==> src/rtl/i2c_seq_pkg.sv <==
// Shared types for the sequential read sequencer.
package i2c_seq_pkg;
    // Sequencer states: bit clocking, the three stop phases, and the completion cycle.
    typedef enum logic [2:0] {
        ST_IDLE,
        ST_LOW,
        ST_HIGH,
        ST_SP_LOW,
        ST_SP_HIGH,
        ST_SP_FREE,
        ST_DONE
    } seq_state_t;
endpackage

==> src/rtl/i2c_seq_phase_timer.sv <==
// Phase timer: counts the cycles spent in one SCL phase.
// Assumes len >= 2. The owner asserts restart on the last cycle of a phase
// (or while idle), so that every phase begins with count 0.
module i2c_seq_phase_timer #(
    parameter int TW = 8
) (
    input  logic          clk,
    input  logic          rst_n,
    input  logic          restart,
    input  logic [TW-1:0] len,
    output logic [TW-1:0] cnt,
    output logic          last
);
    // Cycle counter for the current phase.
    always_ff @(posedge clk) begin
        if (!rst_n || restart) cnt <= '0;
        else                   cnt <= cnt + 1'b1;
    end

    // Final cycle of the phase.
    assign last = (cnt == len - 1'b1);
endmodule

==> src/rtl/i2c_seq_rx_shift.sv <==
// Receive shifter: assembles a byte MSB first from sampled bits and pulses
// valid one cycle after the eighth sample. Assumes sample is asserted only
// for data bits.
module i2c_seq_rx_shift (
    input  logic       clk,
    input  logic       rst_n,
    input  logic       sample,
    input  logic       bit_in,
    input  logic       final_bit,
    output logic       rx_valid,
    output logic [7:0] rx_data
);
    logic [7:0] sh;

    // Shift register, output byte register and valid strobe.
    always_ff @(posedge clk) begin
        if (!rst_n) begin
            sh       <= '0;
            rx_data  <= '0;
            rx_valid <= 1'b0;
        end else begin
            rx_valid <= 1'b0;
            if (sample) begin
                sh <= {sh[6:0], bit_in};
                if (final_bit) begin
                    rx_data  <= {sh[6:0], bit_in};
                    rx_valid <= 1'b1;
                end
            end
        end
    end
endmodule

==> src/rtl/i2c_seq_reader.sv <==
// Sequential read sequencer: clocks SCL for byte_count bytes, acknowledges
// all but the last byte, sends a negative acknowledge on the last byte, then
// generates a stop. Assumes the start condition and the address phase were
// already issued by another block, with SCL left low-ready.
module i2c_seq_reader
    import i2c_seq_pkg::*;
#(
    parameter int CNT_W = 14,
    parameter int TW    = 8
) (
    input  logic             clk,
    input  logic             rst_n,
    input  logic             start,
    input  logic [CNT_W-1:0] byte_count,
    input  logic [TW-1:0]    thigh,
    input  logic [TW-1:0]    tlow,
    input  logic             sda_in,
    output logic             scl_oe,
    output logic             sda_oe,
    output logic             rx_valid,
    output logic [7:0]       rx_data,
    output logic             busy,
    output logic             done
);
    localparam logic [TW-1:0] MIN_PH = TW'(2);
    localparam logic [3:0]    ACK_IX = 4'd8;

    seq_state_t       state;
    logic [3:0]       bit_ix;
    logic [CNT_W-1:0] left;
    logic [TW-1:0]    th_q, tl_q, ph_len, ph_cnt;
    logic             ph_last, sample, is_low_ph;

    // Clamp a phase length to the minimum the timer supports.
    function automatic logic [TW-1:0] clamp_len(input logic [TW-1:0] v);
        return (v < MIN_PH) ? MIN_PH : v;
    endfunction

    // Pick the length of the current phase.
    assign is_low_ph = (state == ST_LOW) || (state == ST_SP_LOW);
    assign ph_len    = is_low_ph ? tl_q : th_q;

    i2c_seq_phase_timer #(.TW(TW)) u_timer (
        .clk     (clk),
        .rst_n   (rst_n),
        .restart ((state == ST_IDLE) || (state == ST_DONE) || ph_last),
        .len     (ph_len),
        .cnt     (ph_cnt),
        .last    (ph_last)
    );

    // Sample a data bit in the middle of the high phase.
    assign sample = (state == ST_HIGH) && (bit_ix < ACK_IX) && (ph_cnt == (th_q >> 1));

    i2c_seq_rx_shift u_shift (
        .clk       (clk),
        .rst_n     (rst_n),
        .sample    (sample),
        .bit_in    (sda_in),
        .final_bit (bit_ix == 4'd7),
        .rx_valid  (rx_valid),
        .rx_data   (rx_data)
    );

    // Main sequencer: bit and byte progress, stop phases and completion.
    always_ff @(posedge clk) begin
        if (!rst_n) begin
            state  <= ST_IDLE;
            bit_ix <= '0;
            left   <= '0;
            th_q   <= MIN_PH;
            tl_q   <= MIN_PH;
        end else begin
            case (state)
                ST_IDLE: if (start && (byte_count != '0)) begin
                    state  <= ST_LOW;
                    bit_ix <= '0;
                    left   <= byte_count;
                    th_q   <= clamp_len(thigh);
                    tl_q   <= clamp_len(tlow);
                end
                ST_LOW: if (ph_last) state <= ST_HIGH;
                ST_HIGH: if (ph_last) begin
                    if (bit_ix == ACK_IX) begin
                        bit_ix <= '0;
                        if (left == CNT_W'(1)) state <= ST_SP_LOW;
                        else begin
                            left  <= left - 1'b1;
                            state <= ST_LOW;
                        end
                    end else begin
                        bit_ix <= bit_ix + 1'b1;
                        state  <= ST_LOW;
                    end
                end
                ST_SP_LOW:  if (ph_last) state <= ST_SP_HIGH;
                ST_SP_HIGH: if (ph_last) state <= ST_SP_FREE;
                ST_SP_FREE: if (ph_last) state <= ST_DONE;
                default:    state <= ST_IDLE;
            endcase
        end
    end

    // Line enables and status derived from the registered state.
    assign scl_oe = is_low_ph;
    assign sda_oe = (((state == ST_LOW) || (state == ST_HIGH)) && (bit_ix == ACK_IX) && (left != CNT_W'(1)))
                  || (state == ST_SP_LOW) || (state == ST_SP_HIGH);
    assign busy   = (state != ST_IDLE) && (state != ST_DONE);
    assign done   = (state == ST_DONE);
endmodule

==> config.mk <==
export PLATFORM = sky130hd
export DESIGN_NAME = i2c_seq_reader
export DESIGN_NICKNAME = d
export VERILOG_FILES = /design/src/rtl/i2c_seq_pkg.sv /design/src/rtl/i2c_seq_phase_timer.sv /design/src/rtl/i2c_seq_rx_shift.sv /design/src/rtl/i2c_seq_reader.sv
export SDC_FILE = /design/constraint.sdc
export NUM_CORES = 1
export LEC_CHECK = 0
export ABC_AREA = 1
export CAP_MARGIN = 10
export CORE_MARGIN = 5
export CORE_UTILIZATION = 62
export CTS_BUF_LIST = sky130_fd_sc_hd__clkbuf_8
export CTS_CLUSTER_DIAMETER = 100
export DETAILED_ROUTE_END_ITERATION = 8
export PLACE_DENSITY = 0.95
export SYNTH_ARGS = -nofsm -noshare
export SYNTH_HDL_FRONTEND = slang
export SYNTH_SLANG_ARGS = --single-unit
==> constraint.sdc <==
create_clock -name clk -period 5.2 [get_ports clk]
set_input_delay 1.04 -clock clk [delete_from_list [all_inputs] [get_ports clk]]
set_output_delay 1.04 -clock clk [all_outputs]
set_load 0.005 [all_outputs]
==> results of run 1 <==
-- cells by family after synthesis --
kind of cell    Yosys count  share of synthesized area, %
buf+inv                  88                          9.93
xor+xnor                  9                          2.11
flops                    61                          32.8
fa+ha+maj                 6                          2.01
simple gates            314                          39.2
compound gates           96                          14.0
-- layout make-up --
type	count	area [sq um]	share of cell area, %
tap	75	93.8	2.12
clock inverter	7	115	2.60
sequential	61	1220	27.5
timing repair buffer	47	468	10.6
inverter	73	277	6.23
multi-input combinational	425	2140	48.2
clock buffer	9	124	2.79
-- how the worst max path moves through the flow --
stage               end  slack (ns)          start
4_1_cts            busy        1.94       state[0]
2_1_floorplan  left[11]        2.98       state[0]
3_3_place_gp    tl_q[1]        1.98  byte_count[2]
3_5_place_dp    th_q[1]        1.91  byte_count[2]
5_1_grt        left[11]        1.75       state[0]
6_report           busy        1.88       state[0]
-- per-stage QoR --
| step | power [mW] | setup slack (ns) |
|---|---|---|
| after floorplan | 1.67 | 2.98 |
| after global placement | 1.88 | 1.98 |
| after detailed placement | 1.93 | 1.91 |
| after CTS | 2.45 | 1.94 |
| after global routing | 2.68 | 1.75 |
| final | 2.48 | 1.88 |
-- registers in the layout, summed over array words and instances (netlist names) --
register / flops
u_shift.rx_data: 8
th_q: 8
bit_ix: 4
u_shift.rx_valid: 1
left: 14
state: 3
u_shift.sh: 7
u_timer.cnt: 8
tl_q: 8
-- per-layer routing --
metal | track usage [%] | wire length [um] | vias to the layer above
li1 | - | - | 1965
met2 | 48.5 | 4850 | 204
met1 | 32.2 | 4000 | 1788
met5 | 0 | 0 | -
met4 | 17.6 | 508 | 0
met3 | 4.70 | 709 | 47
-- cell usage after synthesis, types with 2 or more instances --
cell      number
nor3b_1        2
o21ai_0       40
nor2_1        63
inv_2          2
nor3_1        12
nand2_1      135
o211ai_1       2
xor2_1         7
clkbuf_1      10
a211oi_1       2
dfxtp_1       61
ha_1           6
nand3_2        3
nand4_1       12
nand3_1       53
a21oi_2        6
nor2_4         4
inv_1         69
o31ai_1        2
nand2_4        3
xnor2_1        2
nor2_2         5
o21ai_1        5
nor4_1         8
buf_6          3
or4_1          2
nand2_2        9
a21oi_1       37
-- worst reg2reg max path, cell delays in order, from the launching register on --
cell and delay, ns:
dfxtp_1 0.73, inv_2 0.13, nor2_4 0.17, nand2_1 0.09, nand2_2 0.12, ha_1 0.23
nand3_1 0.14, nor2_2 0.17, nand2_1 0.09, nand2_1 0.06, nand3_1 0.06, nand2_1 0.12
nor2_4 0.04, nand2_4 0.11, nand2_8 0.10, nand2_4 0.23, inv_2 0.16, nor2_1 0.13
nor2_1 0.07
-- power by group --
| part | internal [mW] | leakage (nW) | switching, mW | total, mW |
|---|---|---|---|---|
| Clock | 0.316 | 0.121 | 0.194 | 0.510 |
| Combinational | 0.419 | 1.28 | 0.839 | 1.26 |
| Sequential | 0.583 | 0.499 | 0.127 | 0.710 |
| Total | 1.32 | 1.90 | 1.16 | 2.48 |
==> metrics.md, run 1 <==
| Metric | Value |
|---|---|
| Crit path DAT | `2.28 ns` |
| Max Cap Viol | `0` |
| Static Leak | `1.90 nW` |
| Most common cell after layout, fill and taps aside | `nand2_1` |
| # diodes | `0` |
| Clock Tree Root | `clkbuf_8` |
| All-Layer GR Usage | `between 20 and 30%` |
| Final Slew Violations | `0` |
| Mapped Area | `0.00373 sq mm` |
| Avg Cell Area, Syn | `roughly 6.5 sq um` |
| Run status | `completed` |
| Number of DRC violations after detailed-routing iteration 0 | `331` |
| Final ANT Viol Nets | `0` |
| Worst path most repeated cell | `nor2_1` |
| Post-CTS setup buffers | `0` |
| Boundary Pins | `47` |
| RR Endpoint | `left[11]` |
| Worst hold path cell count | `2` |
| Fin cells | `roughly 700` |
| Crit-path cells | `nor2_1, inv_1, nor2_1, nor2_1, clkdlybuf4s50_1` |
| CTS Buf Count | `9` |
| Post-DP HPWL | `7280 um` |
| FF-to-FF setup slack | `2.10 ns` |
| TritonCTS clock tree | `done` |
| Clock skew | `0.00952 ns` |
| Top-area cell type share of the netlist area | `between 30% and 40%` |
| Async SR Flop Fraction | `0%` |
| Synth warnings | `0` |
| Most frequent cells in the layout | `nand2_1 (135), inv_1 (70), nor2_1 (63)` |
| Critical path's top delay family | `flip-flops` |
| Detailed-route DRC error count | `0` |
| Pin count of the biggest net entering global routing | `29` |
| Hold WS | `0.451 ns` |
| RSZ-0062 raised after global routing | `no` |
| Worst Hold Launch | `tl_q[6]` |
| GPL Wtd Cong | `0.948` |
| Min Tclk post-route | `3.32 ns` |
| Most used DFF post-synth | `dfxtp_1` |
| Initial antenna violation count | `0` |
| Post-CTS resize count | `0` |
| CP bufs+invs | `2` |
| Clk sink count | `61` |
| Fmax | `301 MHz` |
| Fill count | `around 440` |
| Max VDD drop | `0.357 mV` |
| Critical Path Stages | `5` |
| Total placed instance area | `0.00420 sq mm` |
| P per Cell Area | `559 mW/mm^2` |
| Starting Density | `about 63%` |
| Post-synth EDFFs | `0` |
| Register bit total from synthesis | `61` |
| Slew at the pin with the worst max-slew slack | `0.784 ns` |
| Placed cells | `681` |
| Hold Crit Endpoint | `tl_q[6]` |
| Overflow after GRT | `0` |
| Hold crit path type | `reg -> reg` |
| Endpoints failing setup | `0` |
| Setup_tns | `0 ns` |
| Tcrit/Tclk final | `~64%` |
| Yosys cell types | `37` |
| CP endpoint kind | `output port` |
| Slowest Stage Delay on Critical Path | `approximately 0.73 ns` |
| Layout net count | `657` |
| Synth top area cells | `dfxtp_1 (33%), nand2_1 (14%), nand3_1 (7.1%)` |
| Maximum clock path buffer count | `2` |
| Routed length per instance | `14.4 um` |
| First-pass GRT wire length | `~17000 um` |
| Reg2reg path depth | `18` |
| CTS H-tree depth | `3` |
| Critical path data required time | `4.16 ns` |
| Number of global-route vias before repair | `3852` |
| Register area share after synthesis | `32.8%` |
| Post-cts hold buffer count | `0` |
| Die width | `87.6 um` |
| Synthesized Nets | `614` |
| Row count | `28` |
| Area Growth Syn to Fin | `19.0%` |
| Synth Instances | `about 570` |
| CP Launch Type | `register` |
| Slowest-stage cell, CP | `dfxtp_1` |
| Skew-Pair Late Insertion Delay | `~0.35 ns` |
| Vias | `approximately 4000` |
| Router iterations before antenna repair | `7` |
| Post-Layout Inst Area | `0.00444 sq mm` |
| Relative slew margins | `a little under half` |
| Die Span Y | `87.6 um` |
| Critical path peak fanout | `16` |
| DRT Wirelength | `roughly 10000 um` |
| Final Hold Fails | `0` |
| Final core occ | `75.4%` |
| Core footprint | `0.00589 sq mm` |
| Layout cells sized above 1 | `8.36%` |
| Reg clk slew, reported paths | `0.08 ns` |
| Buffers on Ports | `46` |
| Cell taking the most area after synthesis | `dfxtp_1` |
| Area of the die | `0.00767 sq mm` |
| CP Class | `reg -> out` |
| Vias per cell | `5.74` |
| R2R Path Start | `state[0]` |
Note: power is estimated with default switching activity, not from simulation.
==> inputs of run 2 (changes only) <==
--- a/config.mk
+++ b/config.mk
@@ -8,11 +8,11 @@
 export ABC_AREA = 1
 export CAP_MARGIN = 10
 export CORE_MARGIN = 5
-export CORE_UTILIZATION = 62
+export CORE_UTILIZATION = 52
 export CTS_BUF_LIST = sky130_fd_sc_hd__clkbuf_8
 export CTS_CLUSTER_DIAMETER = 100
 export DETAILED_ROUTE_END_ITERATION = 8
-export PLACE_DENSITY = 0.95
+export PLACE_DENSITY = 0.87
 export SYNTH_ARGS = -nofsm -noshare
 export SYNTH_HDL_FRONTEND = slang
 export SYNTH_SLANG_ARGS = --single-unit
==> constraint.sdc (replaced) <==
create_clock -name clk -period 3 [get_ports clk]
set_input_delay 0.6 -clock clk [delete_from_list [all_inputs] [get_ports clk]]
set_output_delay 0.6 -clock clk [all_outputs]
set_load 0.005 [all_outputs]
==> run 2 against run 1 <==
Effect of this change: design area up 0.34%; wire length up 2.0%; combinational power up 74%; register-to-register slack worse by 1.8 ns; utilization down 11 points; via count down 0.52%; first-iteration DRC count down 14%; setup slack worse by 1.6 ns; clock-buffer cell count unchanged; sequential cell count unchanged; hold slack better by 0.019 ns; critical path type unchanged; largest cell class unchanged; highest routed layer unchanged.
==> metrics.md, run 2 (synthesis results as in run 1) <==
| Metric | Value |
|---|---|
| Post-CTS setup buffers | `0` |
| RR Endpoint | `left[12]` |
| Boundary Pins | `47` |
| CP endpoint kind | `output port` |
| Layout cells sized above 1 | `just under 9%` |
| Vias | `3983` |
| Static Leak | `1.89 nW` |
| Seq pwr share | `approximately 30%` |
| Die width | `94.7 um` |
| CP Launch Type | `register` |
| R2R Path Start | `state[2]` |
| TritonCTS clock tree | `done` |
| Largest register FFs | `14` |
| Final worst setup slack | `~0.24 ns` |
| Endpoints failing setup | `0` |
| Area of the die | `0.00896 sq mm` |
| Crit path DAT | `2.16 ns` |
| Row count | `30` |
| CTS Buf Count | `9` |
| Max Cap Viol | `0` |
| Slowest-stage cell, CP | `dfxtp_1` |
| Number of global-route vias before repair | `3795` |
| Fmax | `between 300 and 400 MHz` |
| Starting Density | `54.3%` |
| Clock skew | `0.0150 ns` |
| Post-Layout Inst Area | `0.00445 sq mm` |
| Run status | `completed` |
| Clk sink count | `61` |
| Layout net count | `between 600 and 700` |
| Post-CTS resize count | `0` |
| Switching power share of the total | `48.3%` |
| Slowest Stage Delay on Critical Path | `roughly 0.46 ns` |
| Most common cell after layout, fill and taps aside | `nand2_1` |
| Tcrit/Tclk final | `92.1%` |
| Detailed-route DRC error count | `0` |
| # diodes | `0` |
| DRT Wirelength | `between 10000 and 15000 um` |
| Critical path peak fanout | `7` |
| Critical path's top delay family | `simple AND/OR/NAND/NOR gates` |
| Relative slew margins | `64.4%` |
| Initial antenna violation count | `0` |
| Final Power | `4.13 mW` |
| All-Layer GR Usage | `between 20% and 30%` |
| Post-cts hold buffer count | `0` |
| Clock Tree Root | `clkbuf_8` |
| Sw power | `1.99 mW` |
| Buffers on Ports | `46` |
| FF-to-FF setup slack | `0.34 ns` |
| CTS H-tree depth | `3` |
| RSZ-0062 raised after global routing | `no` |
| Max VDD drop | `0.518 mV` |
| Routed length per instance | `~14 um` |
| Post-DP HPWL | `7710 um` |
| Reg clk slew, reported paths | `0.08 ns` |
| CP Class | `reg -> out` |
| Logic pwr share | `53.0%` |
| DP Worst Slack | `0.293 ns` |
| GPL Wtd Cong | `1.01` |
| Die Span Y | `94.7 um` |
| Area Growth Syn to Fin | `19.4%` |
| First-pass GRT wire length | `17000 um` |
| Most frequent cells in the layout | `nand2_1 (135), inv_1 (70), nor2_1 (63)` |
| Worst hold path cell count | `2` |
| Crit-path cells | `ha_1, nand3_1, nor4_1, nor2_1, nand2_1, a21oi_1, clkdlybuf4s50_1` |
| Hold crit path type | `reg -> reg` |
| Min Tclk post-route | `2.76 ns` |
| Setup_tns | `0 ns` |
| Slew at the pin with the worst max-slew slack | `0.533 ns` |
| Critical path data required time | `2.40 ns` |
| CP bufs+invs | `1` |
| Pin count of the biggest net entering global routing | `28` |
| Skew-Pair Late Insertion Delay | `0.36 ns` |
| Reg2reg path depth | `18` |
| P per Cell Area | `927 mW/mm^2` |
| Clock share of power | `17.5%` |
| Hold Crit Endpoint | `u_shift.rx_data[2]` |
| Top reg by flops | `left` |
| Power Internal | `2.14 mW` |
| Maximum clock path buffer count | `2` |
| Total placed instance area | `0.00426 sq mm` |
| Vias per cell | `5.52` |
| Overflow after GRT | `0` |
| Number of DRC violations after detailed-routing iteration 0 | `285` |
| Worst Hold Launch | `u_shift.rx_data[2]` |
| Final ANT Viol Nets | `0` |
| Router iterations before antenna repair | `5` |
| Final Slew Violations | `0` |
| Final Hold Fails | `0` |
| Core footprint | `0.00687 sq mm` |
## run 2: area by class of cell
type,count,area (sq um)
inverters,73,277
clock buffers,9,124
repair buffers,52,505
well taps,96,120
flip-flops and latches,61,1220
clock inverters,6,66.3
multi-input cells,425,2140
fillers,628,2420
## run 2: routing by layer
layer | wire (um) | part of all wire [%] | vias to the layer above | GRT usage [%]
li1 | - | - | 1976 | -
met1 | 4280 | 42 | 1791 | 29.3
met2 | 4880 | 47 | 183 | 40.1
met3 | 822 | 8.0 | 33 | 6.37
met4 | 295 | 2.9 | 0 | 10.6
met5 | 0 | 0 | - | 0
## run 2: power by group through the flow
stage / sequential [mW] / combinational (mW) / clock [mW]
2_1_floorplan: 1.16 / 1.74 / 0
3_3_place_gp: 1.22 / 2.07 / 0
3_5_place_dp: 1.23 / 2.14 / 0
4_1_cts: 1.21 / 2.16 / 0.731
5_1_grt: 1.25 / 2.46 / 0.770
6_report: 1.22 / 2.19 / 0.723
## run 2: stage by stage
stage	hold slack [ns]	utilization, %	cells
6_report	0.470	64.8	722
3_5_place_dp	0.459	62.0	707
3_3_place_gp	0.455	62.0	707
2_1_floorplan	0.429	-	574
5_1_grt	0.489	64.8	722
4_1_cts	0.472	64.8	722
## run 2: how the worst max path moves through the flow
stage	slack, ns	endpoint	startpoint	depth (start not counted)
final	0.24	sda_oe	left[0]	7
after global routing	0.08	sda_oe	left[0]	7
after CTS	0.22	sda_oe	left[0]	7
after detailed placement	0.29	left[11]	byte_count[10]	11
after global placement	0.32	left[11]	byte_count[10]	11
after floorplan	0.78	left[11]	state[0]	19
## run 2: worst min-delay path, cell delays in order (launching register included)
cell and delay [ns]:
dfxtp_1 0.31, nand2_1 0.06, a21oi_1 0.05
